`src/rtl/tick_timer_pkg.sv`:
```
package tick_timer_pkg;

  localparam int unsigned ADDR_W = 2;

  typedef enum logic [ADDR_W-1:0] {
    REG_CTRL    = 2'd0,
    REG_RELOAD  = 2'd1,
    REG_CURRENT = 2'd2,
    REG_SPARE   = 2'd3
  } reg_addr_e;

  // bit positions inside the control/status word
  localparam int unsigned BIT_RUN   = 0;
  localparam int unsigned BIT_IRQEN = 1;
  localparam int unsigned BIT_SRC   = 2;
  localparam int unsigned BIT_FLAG  = 16;

  typedef struct packed {
    logic src_core;
    logic irq_en;
    logic run;
  } ctrl_t;

endpackage

```
`src/rtl/tick_prescaler.sv`:
```
module tick_prescaler #(
  parameter int unsigned DIV = 8
) (
  input  logic clk,
  input  logic rst,
  output logic pulse_o
);

  generate
    if (DIV <= 1) begin : g_bypass
      assign pulse_o = 1'b1;
    end else begin : g_count
      localparam int unsigned PW = $clog2(DIV);
      localparam logic [PW-1:0] LAST = PW'(DIV - 1);

      logic [PW-1:0] phase_q;
      logic          pulse_q;

      always_ff @(posedge clk) begin
        if (rst) begin
          phase_q <= '0;
          pulse_q <= 1'b0;
        end else if (phase_q == LAST) begin
          phase_q <= '0;
          pulse_q <= 1'b1;
        end else begin
          phase_q <= phase_q + 1'b1;
          pulse_q <= 1'b0;
        end
      end

      assign pulse_o = pulse_q;
    end
  endgenerate

endmodule

```
`src/rtl/tick_downcounter.sv`:
```
module tick_downcounter #(
  parameter int unsigned CW = 24
) (
  input  logic          clk,
  input  logic          rst,
  input  logic          step_i,
  input  logic          clear_i,
  input  logic [CW-1:0] reload_i,
  input  logic          flag_clr_i,
  output logic [CW-1:0] count_o,
  output logic          flag_o
);

  localparam logic [CW-1:0] ONE = CW'(1);

  logic [CW-1:0] count_q;
  logic          flag_q;
  logic          zero_hit;

  // count leaves 1 and lands on 0 on this step
  assign zero_hit = step_i && !clear_i && (count_q == ONE);

  always_ff @(posedge clk) begin
    if (rst) begin
      count_q <= '0;
    end else if (clear_i) begin
      count_q <= '0;
    end else if (step_i) begin
      if (count_q == '0) begin
        count_q <= reload_i;
      end else begin
        count_q <= count_q - ONE;
      end
    end
  end

  always_ff @(posedge clk) begin
    if (rst) begin
      flag_q <= 1'b0;
    end else if (zero_hit) begin
      flag_q <= 1'b1;
    end else if (flag_clr_i) begin
      flag_q <= 1'b0;
    end
  end

  assign count_o = count_q;
  assign flag_o  = flag_q;

endmodule

```
`src/rtl/tick_regbank.sv`:
```
module tick_regbank
  import tick_timer_pkg::*;
#(
  parameter int unsigned DW = 32,
  parameter int unsigned CW = 24
) (
  input  logic              clk,
  input  logic              rst,
  input  logic              bus_en,
  input  logic              bus_we,
  input  logic [ADDR_W-1:0] bus_addr,
  input  logic [DW-1:0]     bus_wdata,
  input  logic [CW-1:0]     count_i,
  input  logic              flag_i,
  output logic [DW-1:0]     bus_rdata,
  output ctrl_t             ctrl_o,
  output logic [CW-1:0]     reload_o,
  output logic              clear_cur_o,
  output logic              rd_ctrl_o
);

  reg_addr_e     sel;
  logic          wr_req;
  logic          rd_req;
  ctrl_t         ctrl_q;
  logic [CW-1:0] reload_q;
  logic [DW-1:0] rd_mux;
  logic [DW-1:0] rdata_q;

  assign sel    = reg_addr_e'(bus_addr);
  assign wr_req = bus_en && bus_we;
  assign rd_req = bus_en && !bus_we;

  always_ff @(posedge clk) begin
    if (rst) begin
      ctrl_q   <= '0;
      reload_q <= '0;
    end else if (wr_req) begin
      if (sel == REG_CTRL) begin
        ctrl_q.run      <= bus_wdata[BIT_RUN];
        ctrl_q.irq_en   <= bus_wdata[BIT_IRQEN];
        ctrl_q.src_core <= bus_wdata[BIT_SRC];
      end
      if (sel == REG_RELOAD) begin
        reload_q <= bus_wdata[CW-1:0];
      end
    end
  end

  always_comb begin
    rd_mux = '0;
    case (sel)
      REG_CTRL: begin
        rd_mux[BIT_RUN]   = ctrl_q.run;
        rd_mux[BIT_IRQEN] = ctrl_q.irq_en;
        rd_mux[BIT_SRC]   = ctrl_q.src_core;
        rd_mux[BIT_FLAG]  = flag_i;
      end
      REG_RELOAD:  rd_mux = DW'(reload_q);
      REG_CURRENT: rd_mux = DW'(count_i);
      default:     rd_mux = '0;
    endcase
  end

  always_ff @(posedge clk) begin
    if (rst) begin
      rdata_q <= '0;
    end else if (rd_req) begin
      rdata_q <= rd_mux;
    end
  end

  assign bus_rdata   = rdata_q;
  assign ctrl_o      = ctrl_q;
  assign reload_o    = reload_q;
  assign clear_cur_o = wr_req && (sel == REG_CURRENT);
  assign rd_ctrl_o   = rd_req && (sel == REG_CTRL);

endmodule

```
`src/rtl/tick_timer.sv`:
```
module tick_timer
  import tick_timer_pkg::*;
#(
  parameter int unsigned CW  = 24,
  parameter int unsigned DW  = 32,
  parameter int unsigned DIV = 8
) (
  input  logic              clk,
  input  logic              rst,
  input  logic              bus_en,
  input  logic              bus_we,
  input  logic [ADDR_W-1:0] bus_addr,
  input  logic [DW-1:0]     bus_wdata,
  output logic [DW-1:0]     bus_rdata,
  output logic              tick_irq
);

  ctrl_t         ctrl;
  logic          run_en;
  logic          irq_en;
  logic          div_pulse;
  logic          step;
  logic          clr_cur;
  logic          rd_ctrl;
  logic [CW-1:0] reload_val;
  logic [CW-1:0] cnt_val;
  logic          cnt_flag;

  tick_prescaler #(.DIV(DIV)) u_presc (
    .clk     (clk),
    .rst     (rst),
    .pulse_o (div_pulse)
  );

  tick_regbank #(.DW(DW), .CW(CW)) u_regs (
    .clk         (clk),
    .rst         (rst),
    .bus_en      (bus_en),
    .bus_we      (bus_we),
    .bus_addr    (bus_addr),
    .bus_wdata   (bus_wdata),
    .count_i     (cnt_val),
    .flag_i      (cnt_flag),
    .bus_rdata   (bus_rdata),
    .ctrl_o      (ctrl),
    .reload_o    (reload_val),
    .clear_cur_o (clr_cur),
    .rd_ctrl_o   (rd_ctrl)
  );

  assign run_en = ctrl.run;
  assign irq_en = ctrl.irq_en;
  assign step   = run_en && (ctrl.src_core || div_pulse);

  tick_downcounter #(.CW(CW)) u_cnt (
    .clk        (clk),
    .rst        (rst),
    .step_i     (step),
    .clear_i    (clr_cur),
    .reload_i   (reload_val),
    .flag_clr_i (rd_ctrl),
    .count_o    (cnt_val),
    .flag_o     (cnt_flag)
  );

  always_ff @(posedge clk) begin
    if (rst) begin
      tick_irq <= 1'b0;
    end else begin
      tick_irq <= cnt_flag && irq_en;
    end
  end

endmodule

```
`config.mk`:
```
export PLATFORM = sky130hd
export DESIGN_NAME = tick_timer
export DESIGN_NICKNAME = d
export VERILOG_FILES = /design/src/rtl/tick_timer_pkg.sv /design/src/rtl/tick_prescaler.sv /design/src/rtl/tick_downcounter.sv /design/src/rtl/tick_regbank.sv /design/src/rtl/tick_timer.sv
export SDC_FILE = /design/constraint.sdc
export NUM_CORES = 1
export LEC_CHECK = 0
export ABC_AREA = 1
export CAP_MARGIN = 25
export CORE_MARGIN = 1.5
export CORE_UTILIZATION = 59
export DETAILED_ROUTE_END_ITERATION = 12
export HOLD_SLACK_MARGIN = 0.15
export PLACE_DENSITY = 0.86
export SYNTH_ARGS = -nofsm -noshare
export SYNTH_HDL_FRONTEND = slang
export SYNTH_HIERARCHICAL = 1
export SYNTH_SLANG_ARGS = --single-unit
```
`constraint.sdc`:
```
create_clock -name clk -period 3.35 [get_ports clk]
set_clock_uncertainty 0.15 [all_clocks]
set_input_delay 0.67 -clock clk [delete_from_list [all_inputs] [get_ports clk]]
set_output_delay 0.67 -clock clk [all_outputs]
set_load 0.005 [all_outputs]
```
* Yosys cells after proc, flatten, opt, wreduce, memory -nomap -nowiden
Index checks and enable logic that the tools add are counted.
Cells by class: add/subtract/negate cells 2, eq/ne operators 4, multiplexer cells 8, reductions and logical operators 18
Operators with widths (count):
- one-hot mux 13 bit (2 select lines) | 1
- equality test 24 x 1 -> 1 bit, second input constant | 1
- zero test 24 bit | 1
- 2-to-1 mux 24 bit | 1
- subtractor 24 x 1 -> 24 bit, second input constant | 1
- one-hot mux 7 bit (2 select lines) | 1
- one-hot mux 3 bit (3 select lines) | 1
- logical AND 1 bit | 8
- AND reduction 2 bit | 2
- OR reduction 2 bit | 2
- adder 3 x 1 -> 3 bit, second input constant | 1
- equality test 3 bit, second input constant | 1
- 2-to-1 mux 1 bit | 3
- one-hot mux 1 bit (3 select lines) | 1
- equality test 2 x 1 -> 1 bit, second input constant | 1
- equality test 2 bit, second input constant | 1
- zero test 1 bit | 2
- zero test 2 bit | 1
- nonzero test 2 bit | 1
- logical OR 1 bit | 1
Word-level totals: flip-flop bits (word level) 89, bits of input ports 38, output and inout bits 33

* Depth between registers and ports, before layout
Gate-level depths: netlist of the first run.
depth in word-level cells 6, depth in mapped cells 10, gate-level depth less buffers 9

* Cells and area by module
The synthesis of the first run kept the hierarchy.
By module, submodules not included:
- tick_regbank | instances 1, cells each 332, area an instance 2336.0 sq um
- tick_downcounter | instances 1, cells each 334, area an instance 2115.8 sq um
- tick_prescaler | instances 1, cells each 15, area an instance 141.4 sq um
- tick_timer | instances 1, cells each 6, area an instance 41.3 sq um

* Least setup slack after synthesis of the first run
OpenSTA, ideal clock, no wires.
path type input port to flip-flop, start input port bus_addr[0], end register u_cnt.count_q[12], in the netlist u_cnt/count_o[12], data arrival time 2.051 ns, required time 3.057 ns, slack 1.006 ns, cell stages on the path 8, path buffers 3, cells stage by stage inv_1 ha_1 buf_2 and3_1 or2_2 clkbuf_1 clkbuf_1 a21oi_1
Between the ends: word-level cells in the longest chain between the ends 3
RTL lines:
- start, declared | RTL line tick_timer.sv:12 | input logic [ADDR_W-1:0] bus_addr,
- equality test 2 bit | RTL line tick_regbank.sv:76 | assign clear_cur_o = wr_req && (sel == REG_CURRENT);
- logical AND 1 bit | RTL line tick_regbank.sv:76
- net clr_cur | RTL line tick_timer.sv:23 | logic clr_cur;
- OR reduction 2 bit (no source line)
- end signal, assigned | RTL line tick_downcounter.sv:30 | count_q <= reload_i;
- end signal, assigned | RTL line tick_downcounter.sv:32 | count_q <= count_q - ONE;
- end, declared | RTL line tick_downcounter.sv:16 | logic [CW-1:0] count_q;
The timed path passes the listed nets, and every way through them passes these cells. A chain may end at the register's enable or synchronous reset.

* Worst setup path after layout of the first run
start register u_cnt.count_q[14], in the netlist u_cnt/count_o[14], end register u_cnt.count_q[14], in the netlist u_cnt/count_o[14]
Between the ends: word-level cells in the longest chain between the ends 2
RTL lines:
- subtractor 24 x 1 -> 24 bit or zero test 24 bit (tied branches) | RTL line tick_downcounter.sv:32, tick_downcounter.sv:29
- 2-to-1 mux 24 bit (*) | RTL line tick_downcounter.sv:29 | if (count_q == '0) begin
Every way passes the cells marked *; elsewhere a longest branch is shown, timed or not.

==> run_results.csv, run 1 <==
group,metric,value,unit
run_status,run_status,"complete, no violations",
floorplanning,floorplan.initialDensity,60.6,%
synthesis,syn_area,4630,µm²
detailed_routing,wl_per_cell,14.5,µm
global_routing,use_met1,32.7,%
global_routing,grtUsageMet3,7.05,%
sta,period_minus_slack,2480,ps
sta,hold_viol,0,
clock_network,clock-root-buffer,"clkbuf_8",
detailed_routing,vias,4697,
power,irDropWorstVdd,0.334,mV
synthesis,synth_area_leaders,"dfxtp_1, nand2_1, a21oi_1",
synthesis,synth_fa_ha_area_share,2.70,%
global_routing,gr-max-usage-layer,"met2",
clock_network,clock_path_buffers,2,
detailed_routing,drt-pass1-iter-count,5,
detailed_routing,detail-route-antenna-nets,0,
cells_and_area,diodes,0,
critical_path,r2r_slack,870,ps
global_routing,met2_usage,52.9,%
cells_and_area,drive_above_1_share,11.1,%
flow_run,maxCapViolCount,0,
cells_and_area,nets,772,
detailed_routing,route.detailed.drc,0,
global_routing,grt_pass1_vias,4576,
global_routing,overflow,0,
sta,min_period_over_period,74.2,%
floorplanning,die_area,8400,µm²
critical_path,critical_path_class,"flop to flop",
critical_path,worst_setup_path_start_kind,"flop",
cells_and_area,area_growth,15.9,%
worst_hold_path,holdPathEnd,"u_presc/g_count.phase_q[0]",
global_routing,grt_max_degree,56,
synthesis,synth_top_area_share,35.0,%
sta,fmax,402,MHz
sta,max_slew.worst_pin.slew,767,ps
clock_network,cts_tree,"built",
detailed_routing,wl,12.1,mm
synthesis,synth_compound_area_share,9.83,%
synthesis,postSynthCellCount,687,
power,powerDensity,366,nW/µm²
clock_network,h-tree-depth,3,
clock_network,clk_pin_slew,90,ps
cells_and_area,fill_cells,643,
clock_network,ctsResizeCount,0,
floorplanning,core_area,7650,µm²
critical_path,required,3420,ps
critical_path,worstReg2RegEnd,"u_cnt/count_o[14]",
global_routing,grt_pass1_wl,20.1,mm
worst_hold_path,hold_path.class,"flop to flop",
cells_and_area,finalInstanceArea,5370,µm²
sta,maxSlewViolCount,0,
power,p_leak,2.16,nW
worst_hold_path,worstHoldStart,"u_presc/g_count.phase_q[0]",
synthesis,synth_enable_flop_cells,0,
sta,setup_violations,0,
synthesis,synth_cell_types,31,
detailed_routing,drt_iter0_drc,334,
placement,place_area,5130,µm²
clock_network,clk_latency,370,ps
synthesis,ys_seq_area_share,35.0,%
synthesis,synth-simple-area-share,42.4,%
synthesis,synth_xor_area_share,0.378,%
worst_hold_path,hold_path_depth,1,
global_routing,grt_util_all_layers,30.2,%
critical_path,cp-end-kind,"flop",
clock_network,postCtsSetupBuffers,0,
placement,dp_hpwl,8.47,mm
synthesis,synth_top_family_by_area,"simple AND/OR/NAND/NOR gates",
synthesis,async_reset_ff_share,0,%
floorplanning,io_pins,71,
placement,place.gp.congestion,0.935,
placement,portBuffers,54,
clock_network,ctsHoldBuffers,0,
synthesis,ys_ff_latch,81,
synthesis,synth_flop_cell,"dfxtp_1",
synthesis,yosysTopAreaCell,"dfxtp_1",
critical_path,reg2reg_depth,8,
detailed_routing,drt-vias-per-instance,5.65,
floorplanning,rows,32,
clock_network,cts_buffers,9,
synthesis,synth_mux_area_share,0,%
critical_path,rr_startpoint,"u_cnt/count_o[14]",
sta,slew_headroom,48.8,%
global_routing,antenna_found_initial,0,
synthesis,syn_avg_cell_area,6.75,µm²
sta,rsz0062_at_grt,"no",
power,totalPowerFinal,1.97,mW
floorplanning,die_h,91.6,µm
floorplanning,die_w,91.6,µm
critical_path,worstPathMaxFanout,40,
cells_and_area,fin_util,70.2,%
clock_network,clock-sinks,81,
critical_path,cp.arrival,2560,ps
sta,tns,0,ps
synthesis,synth_warnings,6,
[final cells by class]
class                           count  area, µm²  share of cell area, %
Timing Repair Buffer               66        633                   11.8
Multi-Input combinational cell    524       2590                   48.3
Clock buffer                       11        151                   2.82
Clock inverter                      5       86.3                   1.61
Sequential cell                    81       1620                   30.2
Tap cell                          102        128                   2.38
Inverter                           42        158                   2.94
[layout by cell type (no fill, tap or decap), types with 11 or more instances in the layout]
master	count
a21oi_1	66
buf_4	11
clkbuf_8	11
clkdlybuf4s50_1	53
dfxtp_1	81
inv_1	41
nand2_1	237
nand3_1	28
nand3_2	13
nand4_1	42
nor2_1	67
nor2_2	13
[per-stage QoR]
| stage | setup slack, ps | cells | hold WS [ps] |
|---|---|---|---|
| finish | 865 | 831 | 282 |
| global placement | 636 | 814 | 253 |
| floorplan | 1010 | 694 | 247 |
| CTS | 930 | 831 | 290 |
| global route | 746 | 831 | 305 |
| detailed placement | 590 | 815 | 277 |
[state kept, by name, indices dropped and copies added, names as in the netlist]
register and flops:
tick_irq 1, u_cnt/count_o 24, u_cnt/flag_o 1, u_presc/g_count.phase_q 3
u_presc/pulse_o 1, u_regs/bus_rdata 24, u_regs/ctrl_o 3, u_regs/reload_o 24
[where the power goes]
group	internal, mW	switching, mW
sequential	0.972	0.00698
combinational	0.0542	0.0821
clock	0.466	0.384
[worst max-delay path: stages, from the launching register on]
cell	delay (ps)
dfxtp_1	410
nor2_2	210
nand2_1	110
nor2_4	360
nand3_4	500
nor2_1	370
nor2_1	80
nand2_1	80
a21oi_1	60
[synthesized netlist by cell type (6+ instances only)]
cell type / instances
buf_6: 6
nand2_1: 237
nand4_1: 42
dfxtp_1: 81
nand3_1: 28
inv_1: 41
nand3_2: 13
a21oi_2: 10
buf_4: 14
ha_1: 10
a21oi_1: 66
buf_2: 11
nor2_2: 13
nor2_1: 67
clkbuf_1: 15
nand3b_1: 6
[kinds of logic after synthesis]
| group | count (synthesis) |
|---|---|
| fa+ha+maj | 10 |
| xor+xnor | 2 |
| buf+inv | 89 |
| flops | 81 |
| other cells | 1 |
| simple gates | 422 |
| compound gates | 82 |
[layer usage]
| metal | part of all wire [%] | vias to the layer above |
|---|---|---|
| met3 | 6.4 | 57 |
| met4 | 4.9 | 0 |
| li1 | - | 2278 |
| met5 | 0 | - |
| met2 | 50 | 202 |
| met1 | 38 | 2160 |
[how the worst max path moves through the flow]
stage | start | endpoint | slack [ps] | depth (start not counted)
5_1_grt | u_cnt/count_o[14] | u_cnt/count_o[14] | 750 | 8
3_3_place_gp | bus_addr[0] | u_cnt/count_o[0] | 640 | 8
4_1_cts | u_cnt/count_o[14] | u_cnt/count_o[14] | 930 | 8
3_5_place_dp | bus_addr[0] | u_cnt/count_o[0] | 590 | 8
2_1_floorplan | bus_addr[0] | u_cnt/count_o[12] | 1010 | 8
6_report | u_cnt/count_o[14] | u_cnt/count_o[14] | 870 | 8
Note: power is estimated with default switching activity, not from simulation.
==> run 2: changes to the inputs <==
--- a/config.mk
+++ b/config.mk
@@ -8,10 +8,10 @@
 export ABC_AREA = 1
 export CAP_MARGIN = 25
 export CORE_MARGIN = 1.5
-export CORE_UTILIZATION = 59
+export CORE_UTILIZATION = 54
 export DETAILED_ROUTE_END_ITERATION = 12
 export HOLD_SLACK_MARGIN = 0.15
-export PLACE_DENSITY = 0.86
+export PLACE_DENSITY = 0.8
 export SYNTH_ARGS = -nofsm -noshare
 export SYNTH_HDL_FRONTEND = slang
 export SYNTH_HIERARCHICAL = 1
==> constraint.sdc (replaced) <==
create_clock -name clk -period 2.4 [get_ports clk]
set_clock_uncertainty 0.15 [all_clocks]
set_input_delay 0.48 -clock clk [delete_from_list [all_inputs] [get_ports clk]]
set_output_delay 0.48 -clock clk [all_outputs]
set_load 0.005 [all_outputs]
==> run_results.csv, run 2 (synthesized netlist as in run 1, its figures left out) <==
group,metric,value,unit
run_status,run_status,"complete, no violations",
global_routing,antenna_found_initial,0,
sta,whs,284,ps
cells_and_area,nets,781,
sta,fmax,490,MHz
detailed_routing,wl,12.0,mm
cells_and_area,area_growth,18.1,%
cells_and_area,fill_cells,758,
sta,setup_violations,0,
clock_network,clk_pin_slew,80,ps
detailed_routing,drt-vias-per-instance,5.49,
clock_network,ctsHoldBuffers,0,
clock_network,h-tree-depth,3,
critical_path,worstPathMaxFanout,15,
placement,dp_hpwl,8.65,mm
floorplanning,die_area,9150,µm²
global_routing,overflow,0,
detailed_routing,drt_iter0_drc,290,
detailed_routing,detail-route-antenna-nets,0,
floorplanning,rows,33,
cells_and_area,diodes,0,
clock_network,postCtsSetupBuffers,0,
power,powerDensity,497,nW/µm²
clock_network,cts_buffers,9,
sta,maxSlewViolCount,0,
global_routing,grt_util_all_layers,27.4,%
clock_network,clock-sinks,81,
placement,portBuffers,54,
global_routing,grt_pass1_vias,4303,
cells_and_area,finalInstanceArea,5480,µm²
critical_path,required,2530,ps
worst_hold_path,hold_path.class,"flop to flop",
flow_run,maxCapViolCount,0,
detailed_routing,drt-pass1-iter-count,5,
power,p_leak,2.21,nW
cells_and_area,layout_common_cells,"nand2_1, dfxtp_1, nor2_1",
placement,place_area,5250,µm²
floorplanning,io_pins,71,
clock_network,clock-root-buffer,"clkbuf_8",
sta,min_period_over_period,85.1,%
cells_and_area,final_common_cell,"nand2_1",
placement,place.gp.congestion,0.891,
floorplanning,die_w,95.6,µm
floorplanning,core_area,8260,µm²
clock_network,clk_latency,350,ps
clock_network,clock_path_buffers,2,
sta,rsz0062_at_grt,"no",
sta,tns,0,ps
critical_path,cp-end-kind,"flop",
critical_path,worst_setup_path_start_kind,"input port",
critical_path,critical_path_class,"input port to flop",
sta,hold_viol,0,
clock_network,ctsResizeCount,0,
global_routing,grt_pass1_wl,19.8,mm
floorplanning,die_h,95.6,µm
critical_path,cp.arrival,2170,ps
power,irDropWorstVdd,0.371,mV
sta,period_minus_slack,2040,ps
detailed_routing,wl_per_cell,14.2,µm
floorplanning,floorplan.initialDensity,56.1,%
cells_and_area,drive_above_1_share,12.2,%
detailed_routing,route.detailed.drc,0,
clock_network,cts_tree,"built",
detailed_routing,vias,4626,
global_routing,grt_max_degree,42,
==> run 2: cell type report <==
type,count,area [µm²],area share (%)
multi-input cells,524,2590,47.4
flip-flops and latches,81,1620,29.6
repair buffers,75,743,13.6
inverters,42,158,2.88
clock buffers,10,138,2.51
well taps,105,131,2.40
clock inverters,6,90.1,1.65
==> run 2: final timing paths <==
check	from	to	slack, ps	cells after the start
max	bus_addr[0]	u_cnt/count_o[14]	360	7
min	u_presc/g_count.phase_q[0]	u_presc/g_count.phase_q[0]	280	1
max reg2reg	u_cnt/count_o[0]	u_cnt/count_o[12]	420	10
min reg2reg	u_presc/g_count.phase_q[0]	u_presc/g_count.phase_q[0]	280	1
==> run 2: report_power, final <==
group	internal, mW	total (mW)	switching, mW
combinational	0.0917	0.210	0.118
clock	0.618	1.14	0.527
sequential	1.36	1.37	0.00960
==> run 2: worst max-delay path, cell delays in order <==
cell and delay, ps:
clkdlybuf4s50_1 490, inv_1 90, ha_1 210, and3_1 160
or2_2 420, buf_12 200, a21oi_1 120
==> run 2: layer usage <==
| metal | track usage [%] | vias to the layer above | share of wire [%] |
|---|---|---|---|
| met5 | 0 | - | 0 |
| met4 | 11.3 | 0 | 3.1 |
| met3 | 4.15 | 36 | 5.5 |
| met2 | 48.3 | 189 | 50 |
| met1 | 32.9 | 2101 | 41 |
| li1 | - | 2300 | - |
==> run 2: per-stage QoR <==
stage / total power [mW] / util (%) / worst slack (ps) / instances
6_report: 2.72 / 66.3 / 358 / 843
5_1_grt: 2.81 / 66.3 / 271 / 843
4_1_cts: 2.73 / 66.3 / 376 / 843
3_5_place_dp: 1.60 / 63.5 / 9.40 / 827
3_3_place_gp: 1.60 / 63.5 / 64.9 / 827
2_1_floorplan: 1.52 / - / 246 / 694
